==> src/rtl/spoSeqPkg.sv <==
package spoSeqPkg;
  localparam int SLICE_BYTES = 188;
  localparam int PAGE_BYTES  = 4096;
  localparam int MAX_COUNT   = 6;
  localparam int CNT_W       = 3;

  typedef enum logic [1:0] {
    POS_ALL   = 2'b00,
    POS_BEGIN = 2'b01,
    POS_MID   = 2'b10,
    POS_END   = 2'b11
  } posCode_e;

  typedef struct packed {
    logic load;
    logic advance;
  } spoStrobe_t;
endpackage

==> src/rtl/spoSeqDatapath.sv <==
module spoSeqDatapath
  import spoSeqPkg::*;
#(
  parameter int LEN_W = 11
) (
  input  logic              clk,
  input  logic              rst,
  input  spoStrobe_t        strobe,
  input  logic [19:0]       loadPage0,
  input  logic [19:0]       loadPage1,
  input  logic [11:0]       loadOffset,
  input  logic              loadPageSel,
  input  logic [LEN_W-1:0]  loadLength,
  input  logic [1:0]        loadPos,
  input  logic [CNT_W-1:0]  loadCount,
  input  logic              loadLinkTerm,
  output logic [31:0]       sliceAddr,
  output logic [LEN_W-1:0]  sliceBytes,
  output logic [1:0]        slicePos,
  output logic              lastSlice,
  output logic              overflowHit,
  output logic              linkTerm
);
  localparam int SUM_W = ((LEN_W > 12) ? LEN_W : 12) + 2;
  localparam logic [LEN_W-1:0] SLICE_LEN = LEN_W'(SLICE_BYTES);

  logic [19:0]      page0Q, page1Q;
  logic [11:0]      offQ;
  logic             selQ;
  logic [LEN_W-1:0] remQ;
  logic [CNT_W-1:0] cntQ;
  posCode_e         posQ;
  logic             termQ;
  logic [SUM_W-1:0] endSum;
  logic             crossPage;

  always_comb begin
    if (cntQ == CNT_W'(1))      sliceBytes = remQ;
    else if (remQ > SLICE_LEN)  sliceBytes = SLICE_LEN;
    else                        sliceBytes = remQ;
  end

  assign lastSlice   = (cntQ == CNT_W'(1));
  assign endSum      = SUM_W'(offQ) + SUM_W'(sliceBytes);
  assign crossPage   = !selQ && (endSum >= SUM_W'(PAGE_BYTES))
                       && (endSum <= SUM_W'(2 * PAGE_BYTES));
  assign overflowHit = selQ ? (endSum > SUM_W'(PAGE_BYTES))
                            : (endSum > SUM_W'(2 * PAGE_BYTES));
  assign sliceAddr   = {(selQ ? page1Q : page0Q), offQ};
  assign slicePos    = posQ;
  assign linkTerm    = termQ;

  always_ff @(posedge clk) begin
    if (rst) begin
      page0Q <= '0;
      page1Q <= '0;
      offQ   <= '0;
      selQ   <= 1'b0;
      remQ   <= '0;
      cntQ   <= '0;
      posQ   <= POS_ALL;
      termQ  <= 1'b1;
    end else if (strobe.load) begin
      page0Q <= loadPage0;
      page1Q <= loadPage1;
      offQ   <= loadOffset;
      selQ   <= loadPageSel;
      remQ   <= loadLength;
      cntQ   <= loadCount;
      posQ   <= posCode_e'(loadPos);
      termQ  <= loadLinkTerm;
    end else if (strobe.advance) begin
      offQ <= endSum[11:0];
      if (crossPage) selQ <= 1'b1;
      remQ <= remQ - sliceBytes;
      cntQ <= cntQ - CNT_W'(1);
      posQ <= (cntQ == CNT_W'(2)) ? POS_END : POS_MID;
    end
  end
endmodule

==> src/rtl/spoSeqControl.sv <==
module spoSeqControl
  import spoSeqPkg::*;
(
  input  logic             clk,
  input  logic             rst,
  input  logic             loadValid,
  input  logic [CNT_W-1:0] loadCount,
  input  logic             sliceReady,
  input  logic             lastSlice,
  input  logic             overflowHit,
  output spoStrobe_t       strobe,
  output logic             busy,
  output logic             done,
  output logic             errCount,
  output logic             errOverflow
);
  logic runQ, doneQ, errCntQ, errOvfQ;
  logic countOk, fire;

  assign countOk        = (loadCount != '0) && (loadCount <= CNT_W'(MAX_COUNT));
  assign fire           = runQ && sliceReady;
  assign strobe.load    = !runQ && loadValid && countOk;
  assign strobe.advance = fire;

  always_ff @(posedge clk) begin
    if (rst) begin
      runQ    <= 1'b0;
      doneQ   <= 1'b0;
      errCntQ <= 1'b0;
      errOvfQ <= 1'b0;
    end else begin
      doneQ <= fire && lastSlice && !overflowHit;
      if (strobe.load) begin
        runQ    <= 1'b1;
        errCntQ <= 1'b0;
        errOvfQ <= 1'b0;
      end else if (!runQ && loadValid) begin
        errCntQ <= 1'b1;
      end
      if (fire && (lastSlice || overflowHit)) runQ <= 1'b0;
      if (fire && overflowHit) errOvfQ <= 1'b1;
    end
  end

  assign busy        = runQ;
  assign done        = doneQ;
  assign errCount    = errCntQ;
  assign errOverflow = errOvfQ;
endmodule

==> src/rtl/splitOutSeq.sv <==
module splitOutSeq
  import spoSeqPkg::*;
#(
  parameter int LEN_W = 11
) (
  input  logic              clk,
  input  logic              rst,
  input  logic              loadValid,
  input  logic [19:0]       loadPage0,
  input  logic [19:0]       loadPage1,
  input  logic [11:0]       loadOffset,
  input  logic              loadPageSel,
  input  logic [LEN_W-1:0]  loadLength,
  input  logic [1:0]        loadPos,
  input  logic [2:0]        loadCount,
  input  logic              loadLinkTerm,
  output logic              busy,
  output logic              sliceValid,
  input  logic              sliceReady,
  output logic [31:0]       sliceAddr,
  output logic [LEN_W-1:0]  sliceBytes,
  output logic [1:0]        slicePos,
  output logic              done,
  output logic              backLinkValid,
  output logic              errCount,
  output logic              errOverflow
);
  spoStrobe_t strobe;
  logic lastSlice, overflowHit, linkTerm;

  spoSeqControl uCtrl (
    .clk(clk), .rst(rst), .loadValid(loadValid), .loadCount(loadCount),
    .sliceReady(sliceReady), .lastSlice(lastSlice), .overflowHit(overflowHit),
    .strobe(strobe), .busy(busy), .done(done), .errCount(errCount),
    .errOverflow(errOverflow)
  );

  spoSeqDatapath #(.LEN_W(LEN_W)) uData (
    .clk(clk), .rst(rst), .strobe(strobe), .loadPage0(loadPage0),
    .loadPage1(loadPage1), .loadOffset(loadOffset), .loadPageSel(loadPageSel),
    .loadLength(loadLength), .loadPos(loadPos), .loadCount(loadCount),
    .loadLinkTerm(loadLinkTerm), .sliceAddr(sliceAddr), .sliceBytes(sliceBytes),
    .slicePos(slicePos), .lastSlice(lastSlice), .overflowHit(overflowHit),
    .linkTerm(linkTerm)
  );

  assign sliceValid    = busy;
  assign backLinkValid = done && !linkTerm;
endmodule

==> config.mk <==
export PLATFORM = sky130hd
export DESIGN_NAME = splitOutSeq
export DESIGN_NICKNAME = d
export VERILOG_FILES = /design/src/rtl/spoSeqPkg.sv /design/src/rtl/spoSeqDatapath.sv /design/src/rtl/spoSeqControl.sv /design/src/rtl/splitOutSeq.sv
export SDC_FILE = /design/constraint.sdc
export NUM_CORES = 1
export LEC_CHECK = 0
export BUFFER_PORTS_ARGS = -buffer_cell sky130_fd_sc_hd__buf_2
export CAP_MARGIN = 20
export CORE_MARGIN = 1.5
export CORE_UTILIZATION = 54
export CTS_BUF_LIST = sky130_fd_sc_hd__clkbuf_8
export DETAILED_ROUTE_END_ITERATION = 8
export PLACE_DENSITY = 0.87
export SLEW_MARGIN = 20
export SYNTH_ARGS = -nofsm -noshare
export SYNTH_HDL_FRONTEND = slang
export SYNTH_SLANG_ARGS = --single-unit
==> constraint.sdc <==
create_clock -name clk -period 5.2 [get_ports clk]
set_clock_uncertainty 0.05 [all_clocks]
set_input_delay 0.26 -clock clk [delete_from_list [all_inputs] [get_ports clk]]
set_output_delay 0.26 -clock clk [all_outputs]
set_load 0.005 [all_outputs]
After elaboration in Yosys (flattened, before gate mapping). Index checks and enable logic that the tools add are counted.

Logic and storage cells: 64. Bits in registers: 74. Output and inout port bits: 51. Input bits: 74.

Reductions and logical operators: 23. Multiplexer cells: 18. Equal/unequal tests: 2. Order comparisons: 6. Add/sub/neg operators: 3.

Operator list (number): 2-to-1 mux 11 bit (4); 2-to-1 mux 12 bit (2); 2-to-1 mux 20 bit (1); greater-or-equal comparator 14 x 13 -> 1 bit, second input constant (1); greater-than comparator 14 x 13 -> 1 bit, second input constant (1); greater-than comparator 14 bit, second input constant (1); <= comparator 14 bit, second input constant (1); adder 12 x 11 -> 13 bit (1); greater-than comparator 11 x 8 -> 1 bit, second input constant (1); logical AND 1 bit (11); subtractor 11 bit (1); 2-to-1 mux 1 bit (7); 2-to-1 mux 3 bit (2); nonzero test 2 bit (3); zero test 1 bit (4); 2-to-1 mux 2 bit (2); OR reduction 2 bit (2); equality test 3 x 1 -> 1 bit, second input constant (1); equality test 3 x 2 -> 1 bit, second input constant (1); <= comparator 3 bit, second input constant (1); nonzero test 3 bit (1); subtractor 3 x 1 -> 3 bit, second input constant (1); AND reduction 2 bit (1); logical OR 1 bit (1).

Longest topological paths before layout.
Word-level depth: 10. Depth in mapped cells: 15. Gate-level depth less buffers: 15.

Cells and area by module. Synthesis repeated with hierarchy kept, for this count alone.

Cell total of the unflattened synthesis: 501. Area, all modules: 4345.4 sq um.

Modules (own cells, without submodules): spoSeqDatapath (instances 1, seq. area each 1401.3 sq um, area an instance 4149.0 sq um, cells each 480); spoSeqControl (instances 1, seq. area each 80.1 sq um, area an instance 175.2 sq um, cells each 19); splitOutSeq (instances 1, seq. area each 0.0 sq um, area an instance 21.3 sq um, cells each 2).

Worst setup path after synthesis. OpenSTA, ideal clock, no wires.

Kind: flip-flop to flip-flop. From: register uData.cntQ[1]. To: register uCtrl.errOvfQ (netlist: uCtrl.errOverflow). Data required time: 5.034 ns. Path slack: 1.423 ns. Stages on the path, launching flop included: 14. Path buffers: 0. Library setup time: 0.116 ns. Data arrival time: 3.611 ns. Cell sequence: dfxtp_1 inv_1 ha_1 nor2b_1 a21oi_1 or2_2 ha_1 and3_4 a221oi_2 xnor2_1 or4_1 a311o_1 or4_4 a31o_1.

Longest elaborated chain between the ends: 7. Elaborated cells on any way between the ends: 9. Classes of those cells: add/sub (1); order compare (2); eq/ne (1); mux (3); reduce/logical (2).

RTL lines: start: declaration (RTL line spoSeqDatapath.sv:31) `logic [CNT_W-1:0] cntQ;`; start signal: assignment (RTL line spoSeqDatapath.sv:69) `cntQ <= loadCount;`; start signal: assignment (RTL line spoSeqDatapath.sv:76) `cntQ <= cntQ - CNT_W'(1);`; equality test 3 x 1 -> 1 bit * (RTL line spoSeqDatapath.sv:38) `if (cntQ == CNT_W'(1)) sliceBytes = remQ;`; 2-to-1 mux 11 bit * (RTL line spoSeqDatapath.sv:38); via sliceBytes[4] (RTL line splitOutSeq.sv:21) `output logic [LEN_W-1:0] sliceBytes,`; adder 12 x 11 -> 13 bit * (RTL line spoSeqDatapath.sv:44) `assign endSum = SUM_W'(offQ) + SUM_W'(sliceBytes);`; greater-than comparator 14 bit or greater-than comparator 14 x 13 -> 1 bit (tied branches) (RTL line spoSeqDatapath.sv:48, spoSeqDatapath.sv:47); 2-to-1 mux 1 bit * (RTL line spoSeqDatapath.sv:47) `assign overflowHit = selQ ? (endSum > SUM_W'(PAGE_BYTES))`; logical AND 1 bit * (RTL line spoSeqControl.sv:41) `if (fire && overflowHit) errOvfQ <= 1'b1;`; 2-to-1 mux 1 bit or nonzero test 2 bit (tied branches); end signal: assignment (RTL line spoSeqControl.sv:30) `errOvfQ <= 1'b0;`; end signal: assignment (RTL line spoSeqControl.sv:36) `errOvfQ <= 1'b0;`; end signal: assignment (RTL line spoSeqControl.sv:41); end: declaration (RTL line spoSeqControl.sv:17) `logic runQ, doneQ, errCntQ, errOvfQ;`.

The timed path passes the listed nets; every way through them passes the cells marked *. A chain may end at the register's enable or synchronous reset.

Worst setup path after layout.
From: register uData.cntQ[1]. To: register uCtrl.errOvfQ (netlist: uCtrl.errOverflow).

Longest elaborated chain between the ends: 7. Elaborated cells on any way between the ends: 9. Classes of those cells: add/sub (1); order compare (2); eq/ne (1); mux (3); reduce/logical (2).

RTL lines (RTL line): equality test 3 x 1 -> 1 bit * (spoSeqDatapath.sv:38); 2-to-1 mux 11 bit * (spoSeqDatapath.sv:38); adder 12 x 11 -> 13 bit * (spoSeqDatapath.sv:44); greater-than comparator 14 bit or greater-than comparator 14 x 13 -> 1 bit (tied branches) (spoSeqDatapath.sv:48, spoSeqDatapath.sv:47); 2-to-1 mux 1 bit * (spoSeqDatapath.sv:47); logical AND 1 bit * (spoSeqControl.sv:41); 2-to-1 mux 1 bit or nonzero test 2 bit (tied branches).

Every way passes the cells marked *; elsewhere a longest branch is shown, timed or not.

==> reports/qor.csv <==
stage,metric,value,unit
drt,M1 wire length,4740,um
clocking,clk root buf,clkbuf_8,
global_routing,largest net degree at the start of global routing,77,
run_status,status,"finished, final reports clean",
power_and_ir_drop,leakage power total,2.26,nW
placement,Post-Place Cells,728,
drt,metal3 WL,543,um
power_and_ir_drop,VDD IR max,238,uV
drt,WL final,11100,um
global_routing,initial antenna violation count,1,
synthesis,xor-xnor portion of the synthesized cell area,1.68,%
drt,Routed WL per cell,14.8,um
setup_path,Worst R2R Start,uData.cntQ[1]$_SDFFE_PP0P_,
die,initial cell density of the core,56.7,%
drt,DR pass1 iterations,5,
synthesis,"EDFF count, synth",0,
setup_path,Critical Path Start Type,flop,
die,Top Ports,125,
setup_path,critical path type,flop to flop,
hold_path,hold path startpoint,loadPage0[14],
sta,Sum Neg Setup Slack,0,ns
power_and_ir_drop,Sequential Power Share,39.0,%
sta,FMAX,233,MHz
synthesis,Post-Synth Adder-Cell Area,8.14,%
sta,# setup viols final,0,
clocking,postcts setup bufs,0,
sta,fin crit share,82.5,%
sta,hold_ws,0.0857,ns
layout,layout cells sized above 1,27.0,%
clocking,CTS buffer count,9,
synthesis,post-synthesis mux area share,5.87,%
sta,Final Hold Fails,0,
synthesis,Mapped Area,4180,um^2
synthesis,"Async S/R FF share, synth",0,%
clocking,Longest Clk Path Bufs,2,
setup_path,CP top delay family,simple AND/OR/NAND/NOR gates,
power_and_ir_drop,switching share of power,34.8,%
synthesis,dominant synthesized flop cell,dfxtp_1,
layout,post-route cell area,5050,um^2
setup_path,"reg-to-reg slack, setup",0.91,ns
clocking,Clock transition at path regs,0.09,ns
setup_path,critical path peak fanout,8,
synthesis,Syn Inst Count,532,
clocking,post-CTS sizing,0,
layout,Finished Core Util,68.6,%
placement,Detail Placement HPWL,7650,um
sta,final max-slew violation count,0,
synthesis,cell taking the most area after synthesis,dfxtp_1,
die,die height,91.0,um
synthesis,sequential fraction of the synthesis area,35.4,%
synthesis,post-synthesis cell type count,49,
power_and_ir_drop,P_sw,0.585,mW
power_and_ir_drop,P per Cell Area,333,nW/um^2
drt,DR DRC count,0,
clocking,clk_lat worst skew,0.34,ns
hold_path,Hold Path Class,primary input to flop,
layout,Post-layout nets,740,
power_and_ir_drop,clock share of power,28.7,%
sta,worst slew pin tran,1.05,ns
die,die boundary width,91.0,um
synthesis,Area contributors post-synth,"dfxtp_1 (35%), nand2_1 (9.3%), a21oi_1 (8.3%)",
drt,WL met2,5540,um
global_routing,first-pass GRT wire length,18600,um
global_routing,vias in the first global route,4046,
power_and_ir_drop,share of total power in combinational logic,32.3,%
power_and_ir_drop,Cell Int Power,1.10,mW
synthesis,top-area cell type share of the netlist area,35.4,%
synthesis,Synth top cells by count,"nand2_1 (104), dfxtp_1 (74), a21oi_1 (69)",
layout,area delta synth->final,20.9,%
die,row count,31,
job,max cap viols,0,
clocking,# hold bufs at CTS,0,
placement,DP Area,4840,um^2
setup_path,Crit-path slowest cell,or4_4,
layout,"Cell Count, Final, Fillers Out",745,
setup_path,CP Buf/Inv Count,2,
setup_path,end of the worst register-to-register path,uCtrl.errOverflow$_SDFFE_PP0P_,
clocking,# H-tree levels,3,
setup_path,slowest cell delay on critical path,0.56,ns
global_routing,Total GRT Usage,27.3,%
setup_path,r2r worst-path depth,15,
synthesis,Simple-Gate Fraction of Synth Area,22.6,%
drt,top layer in use,met4,
die,Die Footprint,8280,um^2
die,core area,7370,um^2
hold_path,Worst Hold End,uData.page0Q[14]$_SDFFE_PP0P_,
sta,Final min period,4.29,ns
drt,ANT nets after route,0,
synthesis,largest family of logic cells by synthesized area,simple AND/OR/NAND/NOR gates,
global_routing,grt ovf,0,
setup_path,CP Capture Type,flop,
placement,I/O Buffers,124,
synthesis,most common cell in the synthesized netlist,nand2_1,
synthesis,compound-gate portion of the synthesized area,21.8,%
setup_path,CP arrival,4.48,ns
setup_path,crit path cell chain,inv_1 -> ha_1 -> nor2b_1 -> a21oi_1 -> nor2_1 -> ha_1 -> inv_1 -> fa_1 -> nand2b_1 -> a21o_1 -> a21oi_1 -> a31oi_1 -> or3_1 -> or4_4 -> a31o_1,
drt,Vias,4208,
synthesis,Seq cells post-synth,74,
clocking,CTS tree,done,
drt,Initial DRC Count,220,
clocking,CTS sink count,74,
sta,relative slew slack,30.1,%
sta,RSZ-0062 raised after global routing,no,
synthesis,syn avg cell area,7.86,um^2
hold_path,hold depth,3,
synthesis,Syn Nets,632,
synthesis,warning count from the yosys run,0,
setup_path,Required @ worst endpoint,5.39,ns
drt,DR vias/cell,5.65,
placement,routability cong.,0.922,
==> through the flow <==
step	total power [mW]	setup WS, ns
after floorplan	1.04	1.42
after global placement	1.18	1.14
after detailed placement	1.20	1.03
after CTS	1.68	0.959
after global routing	1.79	0.627
final	1.68	0.910
==> worst max-delay path by stage <==
stage / to / cells after the start / from / slack [ns]
6_report: uCtrl.errOverflow$_SDFFE_PP0P_ / 15 / uData.cntQ[1]$_SDFFE_PP0P_ / 0.91
3_5_place_dp: uCtrl.errOverflow$_SDFFE_PP0P_ / 13 / uData.cntQ[1]$_SDFFE_PP0P_ / 1.03
4_1_cts: uCtrl.errOverflow$_SDFFE_PP0P_ / 15 / uData.cntQ[1]$_SDFFE_PP0P_ / 0.96
3_3_place_gp: uCtrl.errOverflow$_SDFFE_PP0P_ / 13 / uData.cntQ[1]$_SDFFE_PP0P_ / 1.14
2_1_floorplan: uCtrl.errOverflow$_SDFFE_PP0P_ / 13 / uData.cntQ[1]$_SDFFE_PP0P_ / 1.42
5_1_grt: uCtrl.errOverflow$_SDFFE_PP0P_ / 15 / uData.cntQ[1]$_SDFFE_PP0P_ / 0.63
==> power groups by stage <==
stage	logic (mW)	clock network, mW	registers [mW]
after floorplan	0.390	0	0.655
after global placement	0.513	0	0.665
after detailed placement	0.531	0	0.668
after CTS	0.538	0.489	0.655
after global routing	0.605	0.520	0.663
final	0.543	0.483	0.656
==> registers in the layout, indices dropped and copies added (netlist names) <==
register,flops
uCtrl.busy,1
uCtrl.done,1
uCtrl.errCount,1
uCtrl.errOverflow,1
uData.cntQ,3
uData.linkTerm,1
uData.offQ,12
uData.page0Q,20
uData.page1Q,20
uData.remQ,11
uData.selQ,1
uData.slicePos,2
==> worst reg2reg max path: cells and delay by family (launching register included) <==
family,cells,cell delay [ns]
compound gates,5,1.16
fa+ha+maj,3,0.75
flops,1,0.33
buf+inv,2,0.16
simple gates,5,1.74
==> area by class of cell <==
cell class / instances / area, um^2
Inverter: 18 / 67.6
Clock inverter: 6 / 72.6
Antenna cell: 1 / 2.50
Multi-Input combinational cell: 409 / 2520
Clock buffer: 10 / 138
Sequential cell: 74 / 1480
Tap cell: 99 / 124
Timing Repair Buffer: 128 / 651
Fill cell: 631 / 2320
==> cell usage in the layout, fill, tap and decap left out, types with 14 or more instances in the layout <==
cell type    n
a22oi_1     14
inv_1       18
mux2_2      20
a21oi_1     69
nor2_1      40
buf_2      124
o21ai_0     15
dfxtp_1     74
nand2_1    104
ha_1        24
==> cells by family after synthesis <==
| group | after synthesis |
|---|---|
| AND/OR/NAND/NOR | 209 |
| AO/OA/AOI/OAI | 144 |
| flip-flops | 74 |
| buffers and inverters | 49 |
| adder cells (fa/ha/maj) | 26 |
| multiplexers | 22 |
| XOR/XNOR | 8 |
==> routing by layer <==
metal / global-route usage [%] / up-vias
met3: 4.36 / 22
met1: 34.3 / 1953
met5: 0 / -
met2: 47.1 / 147
met4: 9.90 / 0
li1: - / 2086
(Power assumes the default switching activity.)
